==> config.mk <==
export PLATFORM = sky130hd
export DESIGN_NAME = irq_router
export DESIGN_NICKNAME = d
export VERILOG_FILES = /design/src/rtl/irq_router_pkg.sv /design/src/rtl/irq_router_regs.sv /design/src/rtl/irq_router_steer.sv /design/src/rtl/irq_router.sv
export SDC_FILE = /design/constraint.sdc
export NUM_CORES = 1
export LEC_CHECK = 0
export CORE_MARGIN = 3
export CORE_UTILIZATION = 30
export CTS_CLUSTER_DIAMETER = 150
export DETAILED_ROUTE_END_ITERATION = 6
export HOLD_SLACK_MARGIN = 0.05
export SLEW_MARGIN = 20
export SYNTH_ARGS = -nofsm -noshare
export SYNTH_HDL_FRONTEND = slang
export SYNTH_SLANG_ARGS = --single-unit
==> constraint.sdc <==
create_clock -name clk -period 3.45 [get_ports clk]
set_input_delay 0.69 -clock clk [delete_from_list [all_inputs] [get_ports clk]]
set_output_delay 0.69 -clock clk [all_outputs]
set_load 0.005 [all_outputs]
==> src/rtl/irq_router_pkg.sv <==
package irq_router_pkg;
    // register offsets (bytes)
    localparam int OFS_GPU_ROUTE = 'h0C;
    localparam int OFS_LT_ROUTE  = 'h24;
    localparam int OFS_TCTL      = 'h40;
    localparam int OFS_ISRC      = 'h60;
    localparam int OFS_FSRC      = 'h70;
    localparam int REG_STRIDE    = 4;

    // source bit positions inside a per-core source word
    localparam int SRC_W         = 32;
    localparam int BIT_MBOX_BASE = 4;
    localparam int BIT_GPU       = 8;
    localparam int BIT_LTMR      = 11;
endpackage

==> src/rtl/irq_router_regs.sv <==
module irq_router_regs
    import irq_router_pkg::*;
#(
    parameter int NUM_CORES = 4,
    parameter int TMR_LINES = 4,
    parameter int AW        = 8,
    parameter int DW        = 32,
    localparam int CW       = (NUM_CORES > 1) ? $clog2(NUM_CORES) : 1,
    localparam int TCTL_W   = 2 * TMR_LINES
) (
    input  logic                                   clk,
    input  logic                                   rst_n,
    input  logic                                   wr_en,
    input  logic [AW-1:0]                          addr,
    input  logic [DW-1:0]                          wdata,
    output logic [DW-1:0]                          rdata,
    input  logic [NUM_CORES-1:0][SRC_W-1:0]        irq_src,
    input  logic [NUM_CORES-1:0][SRC_W-1:0]        fiq_src,
    output logic [CW-1:0]                          gpu_irq_core,
    output logic [CW-1:0]                          gpu_fiq_core,
    output logic [CW-1:0]                          lt_core,
    output logic                                   lt_fiq,
    output logic [NUM_CORES-1:0][TCTL_W-1:0]       tctl
);
    typedef struct packed {
        logic [CW-1:0]                    gpu_irq_core;
        logic [CW-1:0]                    gpu_fiq_core;
        logic [CW-1:0]                    lt_core;
        logic                             lt_fiq;
        logic [NUM_CORES-1:0][TCTL_W-1:0] tctl;
    } cfg_t;

    cfg_t cfg_d, cfg_q;
    logic cfg_hit;   // address selects a writable configuration field

    always_comb begin
        cfg_d   = cfg_q;
        rdata   = '0;
        cfg_hit = 1'b0;
        if (addr == AW'(OFS_GPU_ROUTE)) begin
            cfg_hit = 1'b1;
            rdata   = DW'({cfg_q.gpu_fiq_core, cfg_q.gpu_irq_core});
            if (wr_en) begin
                cfg_d.gpu_irq_core = wdata[CW-1:0];
                cfg_d.gpu_fiq_core = wdata[2*CW-1:CW];
            end
        end
        if (addr == AW'(OFS_LT_ROUTE)) begin
            cfg_hit = 1'b1;
            rdata   = DW'({cfg_q.lt_fiq, cfg_q.lt_core});
            if (wr_en) begin
                cfg_d.lt_core = wdata[CW-1:0];
                cfg_d.lt_fiq  = wdata[CW];
            end
        end
        for (int c = 0; c < NUM_CORES; c++) begin
            if (addr == AW'(OFS_TCTL + REG_STRIDE * c)) begin
                cfg_hit = 1'b1;
                rdata   = DW'(cfg_q.tctl[c]);
                if (wr_en) cfg_d.tctl[c] = wdata[TCTL_W-1:0];
            end
            if (addr == AW'(OFS_ISRC + REG_STRIDE * c)) rdata = DW'(irq_src[c]);
            if (addr == AW'(OFS_FSRC + REG_STRIDE * c)) rdata = DW'(fiq_src[c]);
        end
    end

    always_ff @(posedge clk or negedge rst_n) begin
        if (!rst_n) cfg_q <= '0;
        else        cfg_q <= cfg_d;
    end

    assign gpu_irq_core = cfg_q.gpu_irq_core;
    assign gpu_fiq_core = cfg_q.gpu_fiq_core;
    assign lt_core      = cfg_q.lt_core;
    assign lt_fiq       = cfg_q.lt_fiq;
    assign tctl         = cfg_q.tctl;

    // write to a read-only or unmapped offset leaves configuration alone
    assert_ignored_write_R11: assert property (@(posedge clk) disable iff (!rst_n)
        (wr_en && !cfg_hit) |=> $stable(cfg_q))
        else $error("write to non-configuration offset changed state");
endmodule

==> src/rtl/irq_router_steer.sv <==
module irq_router_steer
    import irq_router_pkg::*;
#(
    parameter int NUM_CORES = 4,
    parameter int TMR_LINES = 4,
    parameter int MBOX      = 4,
    localparam int CW       = (NUM_CORES > 1) ? $clog2(NUM_CORES) : 1,
    localparam int TCTL_W   = 2 * TMR_LINES
) (
    input  logic                                   clk,
    input  logic                                   rst_n,
    input  logic [CW-1:0]                          gpu_irq_core,
    input  logic [CW-1:0]                          gpu_fiq_core,
    input  logic [CW-1:0]                          lt_core,
    input  logic                                   lt_fiq,
    input  logic [NUM_CORES-1:0][TCTL_W-1:0]       tctl,
    input  logic                                   gpu_irq,
    input  logic                                   gpu_fiq,
    input  logic [NUM_CORES-1:0][TMR_LINES-1:0]    tmr,
    input  logic [NUM_CORES-1:0][MBOX-1:0]         mbox,
    input  logic                                   lt_en,
    input  logic                                   lt_pend,
    output logic [NUM_CORES-1:0][SRC_W-1:0]        irq_src,
    output logic [NUM_CORES-1:0][SRC_W-1:0]        fiq_src
);
    localparam logic [SRC_W-1:0] TMR_MASK = SRC_W'((1 << TMR_LINES) - 1);

    logic lt_live;
    logic [NUM_CORES-1:0] gpu_irq_hits;
    logic [NUM_CORES-1:0] lt_hits;

    assign lt_live = lt_en && lt_pend;

    for (genvar c = 0; c < NUM_CORES; c++) begin : g_core
        always_comb begin
            irq_src[c] = '0;
            fiq_src[c] = '0;
            for (int j = 0; j < TMR_LINES; j++) begin
                if (tmr[c][j]) begin
                    if (tctl[c][j + TMR_LINES]) fiq_src[c][j] = 1'b1;
                    else if (tctl[c][j])        irq_src[c][j] = 1'b1;
                end
            end
            for (int m = 0; m < MBOX; m++) begin
                irq_src[c][BIT_MBOX_BASE + m] = mbox[c][m];
            end
            if (gpu_irq && gpu_irq_core == CW'(c)) irq_src[c][BIT_GPU] = 1'b1;
            if (gpu_fiq && gpu_fiq_core == CW'(c)) fiq_src[c][BIT_GPU] = 1'b1;
            if (lt_live && lt_core == CW'(c)) begin
                if (lt_fiq) fiq_src[c][BIT_LTMR] = 1'b1;
                else        irq_src[c][BIT_LTMR] = 1'b1;
            end
        end
        assign gpu_irq_hits[c] = irq_src[c][BIT_GPU];
        assign lt_hits[c]      = irq_src[c][BIT_LTMR] | fiq_src[c][BIT_LTMR];

        // a timer line never lands in both words of one core
        assert_fiq_wins_R5: assert property (@(posedge clk) disable iff (!rst_n)
            (irq_src[c] & fiq_src[c] & TMR_MASK) == '0)
            else $error("timer line delivered as both IRQ and FIQ");
    end

    // GPU IRQ reaches exactly one core while raised
    assert_gpu_single_R2: assert property (@(posedge clk) disable iff (!rst_n)
        $countones(gpu_irq_hits) == (gpu_irq ? 1 : 0))
        else $error("GPU IRQ delivered to wrong number of cores");

    // local timer gated by enable and pending
    assert_lt_gate_R8: assert property (@(posedge clk) disable iff (!rst_n)
        !(lt_en && lt_pend) |-> (lt_hits == '0))
        else $error("local timer delivered without enable and pending");
endmodule

==> src/rtl/irq_router.sv <==
module irq_router
    import irq_router_pkg::*;
#(
    parameter int NUM_CORES = 4,
    parameter int TMR_LINES = 4,
    parameter int MBOX      = 4,
    parameter int AW        = 8,
    parameter int DW        = 32,
    localparam int CW       = (NUM_CORES > 1) ? $clog2(NUM_CORES) : 1,
    localparam int TCTL_W   = 2 * TMR_LINES
) (
    input  logic                            clk,
    input  logic                            rst_n,
    input  logic                            reg_wr,
    input  logic [AW-1:0]                   reg_addr,
    input  logic [DW-1:0]                   reg_wdata,
    output logic [DW-1:0]                   reg_rdata,
    input  logic                            gpu_irq_i,
    input  logic                            gpu_fiq_i,
    input  logic [NUM_CORES*TMR_LINES-1:0]  core_tmr_i,
    input  logic [NUM_CORES*MBOX-1:0]       mbox_pend_i,
    input  logic                            lt_int_en_i,
    input  logic                            lt_pend_i,
    output logic [NUM_CORES-1:0]            irq_o,
    output logic [NUM_CORES-1:0]            fiq_o
);
    logic [CW-1:0]                       gpu_irq_core, gpu_fiq_core, lt_core;
    logic                                lt_fiq;
    logic [NUM_CORES-1:0][TCTL_W-1:0]    tctl;
    logic [NUM_CORES-1:0][SRC_W-1:0]     irq_src, fiq_src;
    logic [NUM_CORES-1:0][TMR_LINES-1:0] tmr_2d;
    logic [NUM_CORES-1:0][MBOX-1:0]      mbox_2d;

    assign tmr_2d  = core_tmr_i;
    assign mbox_2d = mbox_pend_i;

    irq_router_regs #(
        .NUM_CORES(NUM_CORES), .TMR_LINES(TMR_LINES), .AW(AW), .DW(DW)
    ) u_regs (
        .clk(clk), .rst_n(rst_n),
        .wr_en(reg_wr), .addr(reg_addr), .wdata(reg_wdata), .rdata(reg_rdata),
        .irq_src(irq_src), .fiq_src(fiq_src),
        .gpu_irq_core(gpu_irq_core), .gpu_fiq_core(gpu_fiq_core),
        .lt_core(lt_core), .lt_fiq(lt_fiq), .tctl(tctl)
    );

    irq_router_steer #(
        .NUM_CORES(NUM_CORES), .TMR_LINES(TMR_LINES), .MBOX(MBOX)
    ) u_steer (
        .clk(clk), .rst_n(rst_n),
        .gpu_irq_core(gpu_irq_core), .gpu_fiq_core(gpu_fiq_core),
        .lt_core(lt_core), .lt_fiq(lt_fiq), .tctl(tctl),
        .gpu_irq(gpu_irq_i), .gpu_fiq(gpu_fiq_i),
        .tmr(tmr_2d), .mbox(mbox_2d),
        .lt_en(lt_int_en_i), .lt_pend(lt_pend_i),
        .irq_src(irq_src), .fiq_src(fiq_src)
    );

    for (genvar c = 0; c < NUM_CORES; c++) begin : g_out
        assign irq_o[c] = |irq_src[c];
        assign fiq_o[c] = |fiq_src[c];
    end

    // idle sources give idle outputs
    assert_idle_quiet_R9: assert property (@(posedge clk) disable iff (!rst_n)
        (!gpu_irq_i && !gpu_fiq_i && core_tmr_i == '0 && mbox_pend_i == '0 && !lt_pend_i)
        |-> (irq_o == '0 && fiq_o == '0))
        else $error("interrupt output active with no source");
endmodule

# ---- After elaboration in Yosys (flattened, before gate mapping)
# Cells that the tools add are included.
dict set report classes {
  multipliers 0
  n_shift 0
  reduce_logical 30
  addsub 0
  eq_ne 23
  div 0
  order_cmp 0
  bitwise_logic 0
  n_mux 112
}
# op count
set ops {}
lappend ops {{$mux W32} 13}
lappend ops {{$mux W1} 98}
lappend ops {{$eq A8 B7 Y1 const B} 12}
lappend ops {{$reduce_or A10 Y1} 4}
lappend ops {{$reduce_or A6 Y1} 4}
lappend ops {{$logic_and A1 B1 Y1} 13}
lappend ops {{$eq A2 B2 Y1 const B} 6}
lappend ops {{$reduce_and A2 Y1} 6}
lappend ops {{$eq A8 B4 Y1 const B} 1}
lappend ops {{$eq A8 B6 Y1 const B} 1}
lappend ops {{$eq A2 B1 Y1 const B} 3}
lappend ops {{$logic_not A2 Y1} 3}
lappend ops {{$mux W4} 1}
dict set report totals {
  word_cells 173
  rom_bits 0
  output_inout_bits 40
  latch_bits 0
  ram_bits 0
  in_bits 79
  n_memories 0
  regBits 39
}

# ---- Longest topological paths before layout
# Gate-level depths: netlist of run 1.
dict set report depth {
  word_depth 15
  ltp_mapped 8
  ltp_nobuf 6
}

# ---- By module
# From an unflattened synthesis of run 1, not the netlist that was laid out.
dict set report unflattened {
  cells_unflattened 857
  hier_area_um2 6796.5
}
# mod cells_per_inst area_per_inst_um2 seq_area_each_um2 instances
set by_module_without_submodules {}
lappend by_module_without_submodules {irq_router_regs 505 4241.6 975.9 1}
lappend by_module_without_submodules {irq_router_steer 264 1954.4 0.0 1}
lappend by_module_without_submodules {irq_router 88 600.6 0.0 1}

# ---- Worst setup path after synthesis of run 1
# Ideal clock, no wire load.
dict set report synth_path {
  path_type {input -> output}
  from {input port reg_addr[4]}
  to {output port reg_rdata[1]}
  stages 7
  required_ns 2.760
  slack_ns 0.834
  path_buffers 2
  arrival_ns 1.926
  path_cell_list {clkbuf_1 -> or3_1 -> buf_2 -> o31a_1 -> o21ai_1 -> nand2_1 -> a31o_1}
}
dict set report synth_between {
  elab_chain_cells 15
  word_cells_on_any_way 28
  cone_classes {14 x eq/ne; 14 x mux}
}
# item line_no
set synth_rtl {}
lappend synth_rtl {{from (decl)} irq_router.sv:15} ;# input logic [AW-1:0] reg_addr,
lappend synth_rtl {{$eq A8 B4 Y1} irq_router_regs.sv:40} ;# if (addr == AW'(OFS_GPU_ROUTE)) begin
lappend synth_rtl {{$mux W4} irq_router_regs.sv:40}
lappend synth_rtl {{$mux W32} irq_router_regs.sv:48} ;# if (addr == AW'(OFS_LT_ROUTE)) begin
lappend synth_rtl {{$mux W32} irq_router_regs.sv:57} ;# if (addr == AW'(OFS_TCTL + REG_STRIDE * c)) begin
lappend synth_rtl {{$mux W32} irq_router_regs.sv:62} ;# if (addr == AW'(OFS_ISRC + REG_STRIDE * c)) rdata = DW'(irq_src[c]);
lappend synth_rtl {{$mux W32} irq_router_regs.sv:63} ;# if (addr == AW'(OFS_FSRC + REG_STRIDE * c)) rdata = DW'(fiq_src[c]);
lappend synth_rtl {{$mux W32} irq_router_regs.sv:57}
lappend synth_rtl {{$mux W32} irq_router_regs.sv:62}
lappend synth_rtl {{$mux W32} irq_router_regs.sv:63}
lappend synth_rtl {{$mux W32} irq_router_regs.sv:57}
lappend synth_rtl {{$mux W32} irq_router_regs.sv:62}
lappend synth_rtl {{$mux W32} irq_router_regs.sv:63}
lappend synth_rtl {{$mux W32} irq_router_regs.sv:57}
lappend synth_rtl {{$mux W32} irq_router_regs.sv:62}
lappend synth_rtl {{$mux W32 *} irq_router_regs.sv:63}
lappend synth_rtl {{to (decl)} irq_router.sv:17} ;# output logic [DW-1:0] reg_rdata,
# Every way passes the cells marked *; elsewhere a longest branch is shown, timed or not.

# ---- Worst setup path after layout of run 1
dict set report layout_path {
  from {input port reg_addr[5]}
  to {output port reg_rdata[6]}
}
dict set report layout_between {
  elab_chain_cells 13
  word_cells_on_any_way 24
  cone_classes {12 x eq/ne; 12 x mux}
}
# item line_no
set layout_rtl {}
lappend layout_rtl {{$eq A8 B7 Y1} irq_router_regs.sv:57}
lappend layout_rtl {{$mux W32} irq_router_regs.sv:57}
lappend layout_rtl {{$mux W32} irq_router_regs.sv:62}
lappend layout_rtl {{$mux W32} irq_router_regs.sv:63}
lappend layout_rtl {{$mux W32} irq_router_regs.sv:57}
lappend layout_rtl {{$mux W32} irq_router_regs.sv:62}
lappend layout_rtl {{$mux W32} irq_router_regs.sv:63}
lappend layout_rtl {{$mux W32} irq_router_regs.sv:57}
lappend layout_rtl {{$mux W32} irq_router_regs.sv:62}
lappend layout_rtl {{$mux W32} irq_router_regs.sv:63}
lappend layout_rtl {{$mux W32} irq_router_regs.sv:57}
lappend layout_rtl {{$mux W32} irq_router_regs.sv:62}
lappend layout_rtl {{$mux W32 *} irq_router_regs.sv:63}
# Marks and branches as above.

==> impl_metrics.json, run 1 <==
{
  "ant_nets": 0,
  "timing.final.crit_share_pct": 100,
  "grt.overflow.total": 0,
  "grt-busiest-layer": "met2",
  "critical_path.top_delay_family": "buffers and inverters",
  "first_pass_iters": 5,
  "dp.cells": 664,
  "area_growth_syn_to_layout_pct": 44.2,
  "clk-insertion-delay-late_ns": 0.28,
  "p_sw_mw": 0.361,
  "drt-total-wl_um": 13700,
  "fp.dieW_um": 114,
  "seq_total_area_yosys_pct": 27.9,
  "layout.nets": 624,
  "worst-setup-path-type": "input pin to output pin",
  "syn-instance-count": 421,
  "clock_root_buffer_master": "clkbuf_16",
  "place.port_buffers": 72,
  "ctsLongestPathBuffers": 2,
  "fmaxAchievable_ghz": 0.289,
  "die-area_mm2": 0.0130,
  "asyncSetResetFlopFracSynth_pct": 100,
  "layout.core_utilization_pct": 45.3,
  "drt_drc_violations_left": 0,
  "setup_slack_ns": -0.00806,
  "routedWlPerCell_um": 19.9,
  "chipHeight_um": 114,
  "start_util_pct": 31.5,
  "first_global_vias": 3733,
  "seqCellArea_um2": 976,
  "row_count": 38,
  "rsz0062_at_grt": "true",
  "timing.hold.worst.class": "input pin to asynchronous set/reset pin",
  "crit_arrival_ns": 2.77,
  "static-leakage-power_nw": 2.16,
  "final_hold_viol_count": 0,
  "floorplan.io_pins": 119,
  "cp.buffers_inverters": 3,
  "timing.critical_path.cells": "clkdlybuf4s15_1, buf_4, or3b_4, o21a_1, o21ai_1, o22ai_2, nand2_1, a21oi_1, clkdlybuf4s50_1",
  "pre_cts_slack_ns": -0.288,
  "drt-vias-per-instance": 5.58,
  "totalNegativeSetupSlack_ns": -0.00806,
  "max_slew_margin_pct": 44.2,
  "run_status": "finished, violations left",
  "slowest_delay_ns": 0.46,
  "gp_congestion": 0.972,
  "worst_clock_skew_ns": 0,
  "coreArea_mm2": 0.0111,
  "globalRouteTotalUtil_pct": 20.7,
  "postLayoutCellArea_mm2": 0.00504,
  "pwr-share-comb_pct": 24.5,
  "largest_voltage_drop_on_the_vdd_net_uv": 240,
  "cts_buffers": 5,
  "syn_area_mm2": 0.00350,
  "crit_slowest_cell": "clkdlybuf4s50_1",
  "clk_pin_slew_worst_paths_ns": 0.06,
  "mostFrequentLayoutCells": "buf_4 (63), clkdlybuf4s50_1 (56), o21ai_0 (44)",
  "actual_slew_at_the_worst_max_slew_pin_ns": 0.837,
  "postSynthRegisterBits": 39,
  "crit_path_max_fanout": 9,
  "first_pass_grt_wire_length_um": 20800,
  "cp_data_required_time_ns": 2.76,
  "synth-edff-count": 0,
  "average_footprint_of_a_synthesized_cell_um2": 8.31,
  "dpl-instance-area_mm2": 0.00463,
  "p_int_mw": 0.993,
  "fill_cells": 1112,
  "synthDistinctLibCells": 68,
  "most_common_cell_after_layout_fill_and_taps_aside": "buf_4",
  "final_layout_size_suffix_gt1_share_pct": 28.2,
  "drt_first_iter_violations": 362,
  "setup.worst_path.end_class": "output pin",
  "ys.flop_type": "dfrtp_1",
  "cts.sink_count": 39,
  "use_met2_pct": 34.7,
  "gr-usage-met3_pct": 1.75,
  "dp.final_hpwl_um": 10900,
  "switching_share_pct": 26.7,
  "grt_antenna_before_repair": 0,
  "multiInputGateArea_mm2": 0.00237,
  "final_max_slew_viol_count": 0,
  "worstSetupStartpointType": "input pin",
  "clock_power_share_pct": 37.3,
  "antenna-diode-count": 0,
  "globalRouteMet1Util_pct": 28.0,
  "stdcell_count": 686,
  "seq_power_share_pct": 38.2,
  "violated_checks": "negative setup slack",
  "timing.final.setup_violations": 1,
  "timing.max_cap.violations": 0,
  "power_density_normalized_to_cell_area_mw_per_mm2": 268,
  "grt_max_degree": 40,
  "route.vias.total": 3829,
  "tritoncts_clock_tree": "yes",
  "fin_crit_ns": 3.46,
  "htreeDepth": 2,
  "cts_hold_buf": 0,
  "synth.yosys.warnings": 0
}
[power by group through the flow]
stage,Clock [mW],Combinational (mW),Sequential [mW]
5_1_grt,0.541,0.357,0.520
6_report,0.505,0.332,0.517
4_1_cts,0.516,0.326,0.515
3_5_place_dp,0,0.309,0.523
3_3_place_gp,0,0.307,0.523
2_1_floorplan,0,0.154,0.505
[layer usage]
layer | vias to the layer above | wire length, um
met4 | 0 | 415
met2 | 160 | 6430
met3 | 24 | 880
li1 | 1804 | -
met5 | - | 0
met1 | 1841 | 5940
[state kept, by name, summed over array words and instances, names as in the netlist]
signal and cells:
u_regs.lt_fiq 1, u_regs.tctl 32, u_regs.lt_core 2, u_regs.gpu_irq_core 2, u_regs.gpu_fiq_core 2
[repair_timing]
action	in CTS	in global routing
gates resized for setup	33	15
pin swaps	11	3
buffers inserted	11	2
hold endpoints to repair	0	0
endpoints found under the setup margin	10	7
gates cloned	1	0
[cell families (layout without fill, tap and decap cells)]
| logic type | after synthesis | after routing | share of synthesized area, % |
|---|---|---|---|
| and+or+nand+nor | 139 | 139 | 23.5 |
| DFF | 39 | 39 | 27.9 |
| AOI/OAI and AO/OA | 140 | 140 | 25.3 |
| buffers and inverters | 58 | 162 | 9.40 |
| xor gates and xnor gates | 3 | 3 | 0.751 |
| muxes | 41 | 41 | 13.0 |
| other | 1 | 22 | 0.107 |
[layout make-up]
class,instances,share of cell area (%)
tap,140,3.47
inverter,11,0.818
timing repair buffer,143,26.0
sequential,39,19.3
multi-input combinational,345,47.0
clock buffer,5,2.48
clock inverter,3,0.868
[synth_stat cells (3+ instances only)]
cell      instances  area (um2)
o31ai_1           3        22.5
nor2b_1           8        50.1
nand3_1           9        45.0
nor3b_1           4        30.0
nand2_1          45         169
a31oi_1           8        50.1
o211ai_1          3        22.5
o21a_1            3        22.5
buf_4            25         188
nand3b_1          4        30.0
o21ai_0          45         225
dfrtp_1          39         976
buf_2            13        65.1
nor3_1            5        25.0
mux2_2           37         417
or4_1             5        37.5
nand2b_1          5        31.3
a21oi_1          25         125
a22oi_1           7        52.6
nor2_1           16        60.1
and3_1            3        18.8
or3_1             3        18.8
clkbuf_1          8        30.0
nor4_1            3        18.8
nand3_2           4        40.0
a21o_1            3        22.5
nand4_1           9        56.3
o22ai_1          16         100
inv_1            11        41.3
mux2i_1           4        40.0
[final timing paths]
kind,from,slack (ns),endpoint,cells past startpoint
max in group asynchronous,rst_n,2.40,u_regs.tctl[21],1
worst min register to register,u_regs.tctl[18],0.54,u_regs.tctl[18],1
worst min-delay path,rst_n,0.52,u_regs.lt_core[0],1
worst max register to register,u_regs.lt_fiq,2.50,u_regs.lt_fiq,1
worst max-delay path,reg_addr[5],-0.008,reg_rdata[6],9
min in group clk,u_regs.tctl[18],0.54,u_regs.tctl[18],1
[metrics by stage]
step	hold slack [ns]	total power, mW
6_report	0.519	1.35
3_3_place_gp	0.520	0.830
5_1_grt	0.551	1.42
4_1_cts	0.539	1.36
3_5_place_dp	0.526	0.833
2_1_floorplan	0.394	0.659
No activity file was read; power rests on OpenSTA's default activity.
==> run 2: changes to the inputs <==
--- a/config.mk
+++ b/config.mk
@@ -5,7 +5,7 @@
 export SDC_FILE = /design/constraint.sdc
 export NUM_CORES = 1
 export LEC_CHECK = 0
-export CORE_MARGIN = 3
+export CORE_MARGIN = 4
 export CORE_UTILIZATION = 30
 export CTS_CLUSTER_DIAMETER = 150
 export DETAILED_ROUTE_END_ITERATION = 6
==> run 2 against run 1 <==
Design area down 1.0%. Largest power group is now the clock network. Non-clock buffer count down 3. Critical path type unchanged. Routed wire length up 2.8%. Critical endpoint is now irq_o[0]. Die area up 3.5%. The flow now finishes without violations. Global-route usage down 0.12 points.
==> impl_metrics.json, run 2 (synthesis gave the netlist of run 1 again) <==
{
  "run_status": "complete, no violations",
  "worst_clock_skew_ns": 0,
  "cts_hold_buf": 0,
  "dpl-instance-area_mm2": 0.00469,
  "timing.critical_path.cells": "clkdlybuf4s50_1, or4_1, a2111oi_2, o41ai_1, clkdlybuf4s50_1",
  "cts.sink_count": 39,
  "first_global_vias": 3772,
  "chipHeight_um": 116,
  "clock_power_share_pct": 40.5,
  "critical_path.top_delay_family": "buffers and inverters",
  "crit_slowest_cell": "or4_1",
  "final_hold_viol_count": 0,
  "clk_pin_slew_worst_paths_ns": 0.06,
  "coreArea_mm2": 0.0114,
  "floorplan.io_pins": 119,
  "antenna-diode-count": 0,
  "timing.final.crit_share_pct": 98.6,
  "crit_arrival_ns": 2.71,
  "fp.dieW_um": 116,
  "route.vias.total": 3812,
  "critical-path-top-cell-by-count": "clkdlybuf4s50_1",
  "largest_voltage_drop_on_the_vdd_net_uv": 247,
  "most_common_cell_after_layout_fill_and_taps_aside": "buf_4",
  "place.port_buffers": 72,
  "first_pass_grt_wire_length_um": 21200,
  "p_sw_mw": 0.362,
  "grt_antenna_before_repair": 0,
  "power_mw": 1.43,
  "ff2ff_path_depth": 2,
  "switching_share_pct": 25.4,
  "pre_cts_slack_ns": -0.262,
  "first_pass_iters": 7,
  "largest_reg_flops": 32,
  "clk-insertion-delay-late_ns": 0.27,
  "timing.final.setup_violations": 0,
  "dp.cells": 674,
  "setup_slack_ns": 0.0492,
  "final_layout_size_suffix_gt1_share_pct": 26.0,
  "cts_buffers": 5,
  "crit_path_max_fanout": 2,
  "gp_congestion": 0.985,
  "fmaxAchievable_ghz": 0.294,
  "clock_root_buffer_master": "clkbuf_16",
  "layout.core_utilization_pct": 43.7,
  "cp.buffers_inverters": 2,
  "final_max_slew_viol_count": 0,
  "timing.hold.worst.class": "input pin to asynchronous set/reset pin",
  "critical_path.reg2reg.endpoint": "u_regs.lt_fiq",
  "pwr-share-comb_pct": 23.2,
  "ctsLongestPathBuffers": 2,
  "cp.depth": 5,
  "worstSetupStartpointType": "input pin",
  "static-leakage-power_nw": 2.14,
  "stdcell_count": 686,
  "drt-total-wl_um": 14000,
  "mostFrequentLayoutCells": "buf_4 (62), clkdlybuf4s50_1 (54), o21ai_0 (44)",
  "grt.overflow.total": 0,
  "rsz0062_at_grt": "false",
  "ant_nets": 0,
  "globalRouteTotalUtil_pct": 20.6,
  "routedWlPerCell_um": 20.5,
  "drt-vias-per-instance": 5.56,
  "layout.nets": 621,
  "actual_slew_at_the_worst_max_slew_pin_ns": 0.858,
  "p_int_mw": 1.06,
  "drt_first_iter_violations": 316,
  "row_count": 39,
  "setup.worst_path.end_class": "output pin",
  "grt_max_degree": 40,
  "power_density_normalized_to_cell_area_mw_per_mm2": 285,
  "rr_startpoint": "u_regs.lt_fiq",
  "timing.max_cap.violations": 0,
  "totalNegativeSetupSlack_ns": 0,
  "max_slew_margin_pct": 42.8,
  "start_util_pct": 30.6,
  "dp.final_hpwl_um": 11300,
  "fin_crit_ns": 3.40,
  "slowest_delay_ns": 0.58,
  "drt_drc_violations_left": 0,
  "cp_data_required_time_ns": 2.76,
  "tritoncts_clock_tree": "yes",
  "htreeDepth": 2,
  "fin_hold_ws_ns": 0.531,
  "seq_power_share_pct": 36.3,
  "worst-setup-path-type": "input pin to output pin",
  "postLayoutCellArea_mm2": 0.00499,
  "reg2reg_slack_ns": 2.52,
  "die-area_mm2": 0.0135,
  "area_growth_syn_to_layout_pct": 42.7
}
[run 2: changes by cell type in the layout (fill, tap and decap cells not counted), moves of 2 or more]
cell	before	now
clkdlybuf4s50_1	56	54
o22ai_2	3	0
o22ai_1	13	16
dlygate4sd2_1	11	13
[run 2: worst max-delay path by stage]
stage	start	to	slack (ns)
global route	mbox_pend_i[11]	irq_o[2]	0.002
CTS	reg_addr[1]	reg_rdata[3]	-0.07
detailed placement	reg_addr[2]	reg_rdata[0]	-0.26
floorplan	reg_addr[4]	reg_rdata[1]	0.83
global placement	reg_addr[2]	reg_rdata[0]	-0.30
finish	mbox_pend_i[3]	irq_o[0]	0.05
[run 2: power groups by stage]
| stage | Combinational [mW] | Clock (mW) | Sequential [mW] |
|---|---|---|---|
| floorplan | 0.154 | 0 | 0.505 |
| finish | 0.331 | 0.577 | 0.517 |
| global placement | 0.316 | 0 | 0.521 |
| global route | 0.357 | 0.610 | 0.519 |
| CTS | 0.328 | 0.589 | 0.514 |
| detailed placement | 0.319 | 0 | 0.523 |
[run 2: layer usage]
layer  global-route usage, %  share of wire, %  up-vias
met3                    2.72               7.7       23
met5                       0                 0        -
met1                    27.8                43     1827
met4                    6.81               2.5        0
met2                    34.0                47      172
li1                        -                 -     1790
[run 2: area by class of cell]
type	instances	area (um2)
Inverter	11	41.3
Timing Repair Buffer	140	1270
Multi-Input combinational cell	345	2340
Tap cell	143	179
Sequential cell	39	976
Fill cell	1146	6420
Clock buffer	6	129
Clock inverter	2	60.1
[run 2: timing repair]
action                                  in CTS  in global routing
cloned                                       0                  0
buffers inserted                             2                  2
resized for setup                           31                  7
hold endpoints to repair                     0                  0
endpoints found under the setup margin      11                  4
pin swaps                                    6                  7
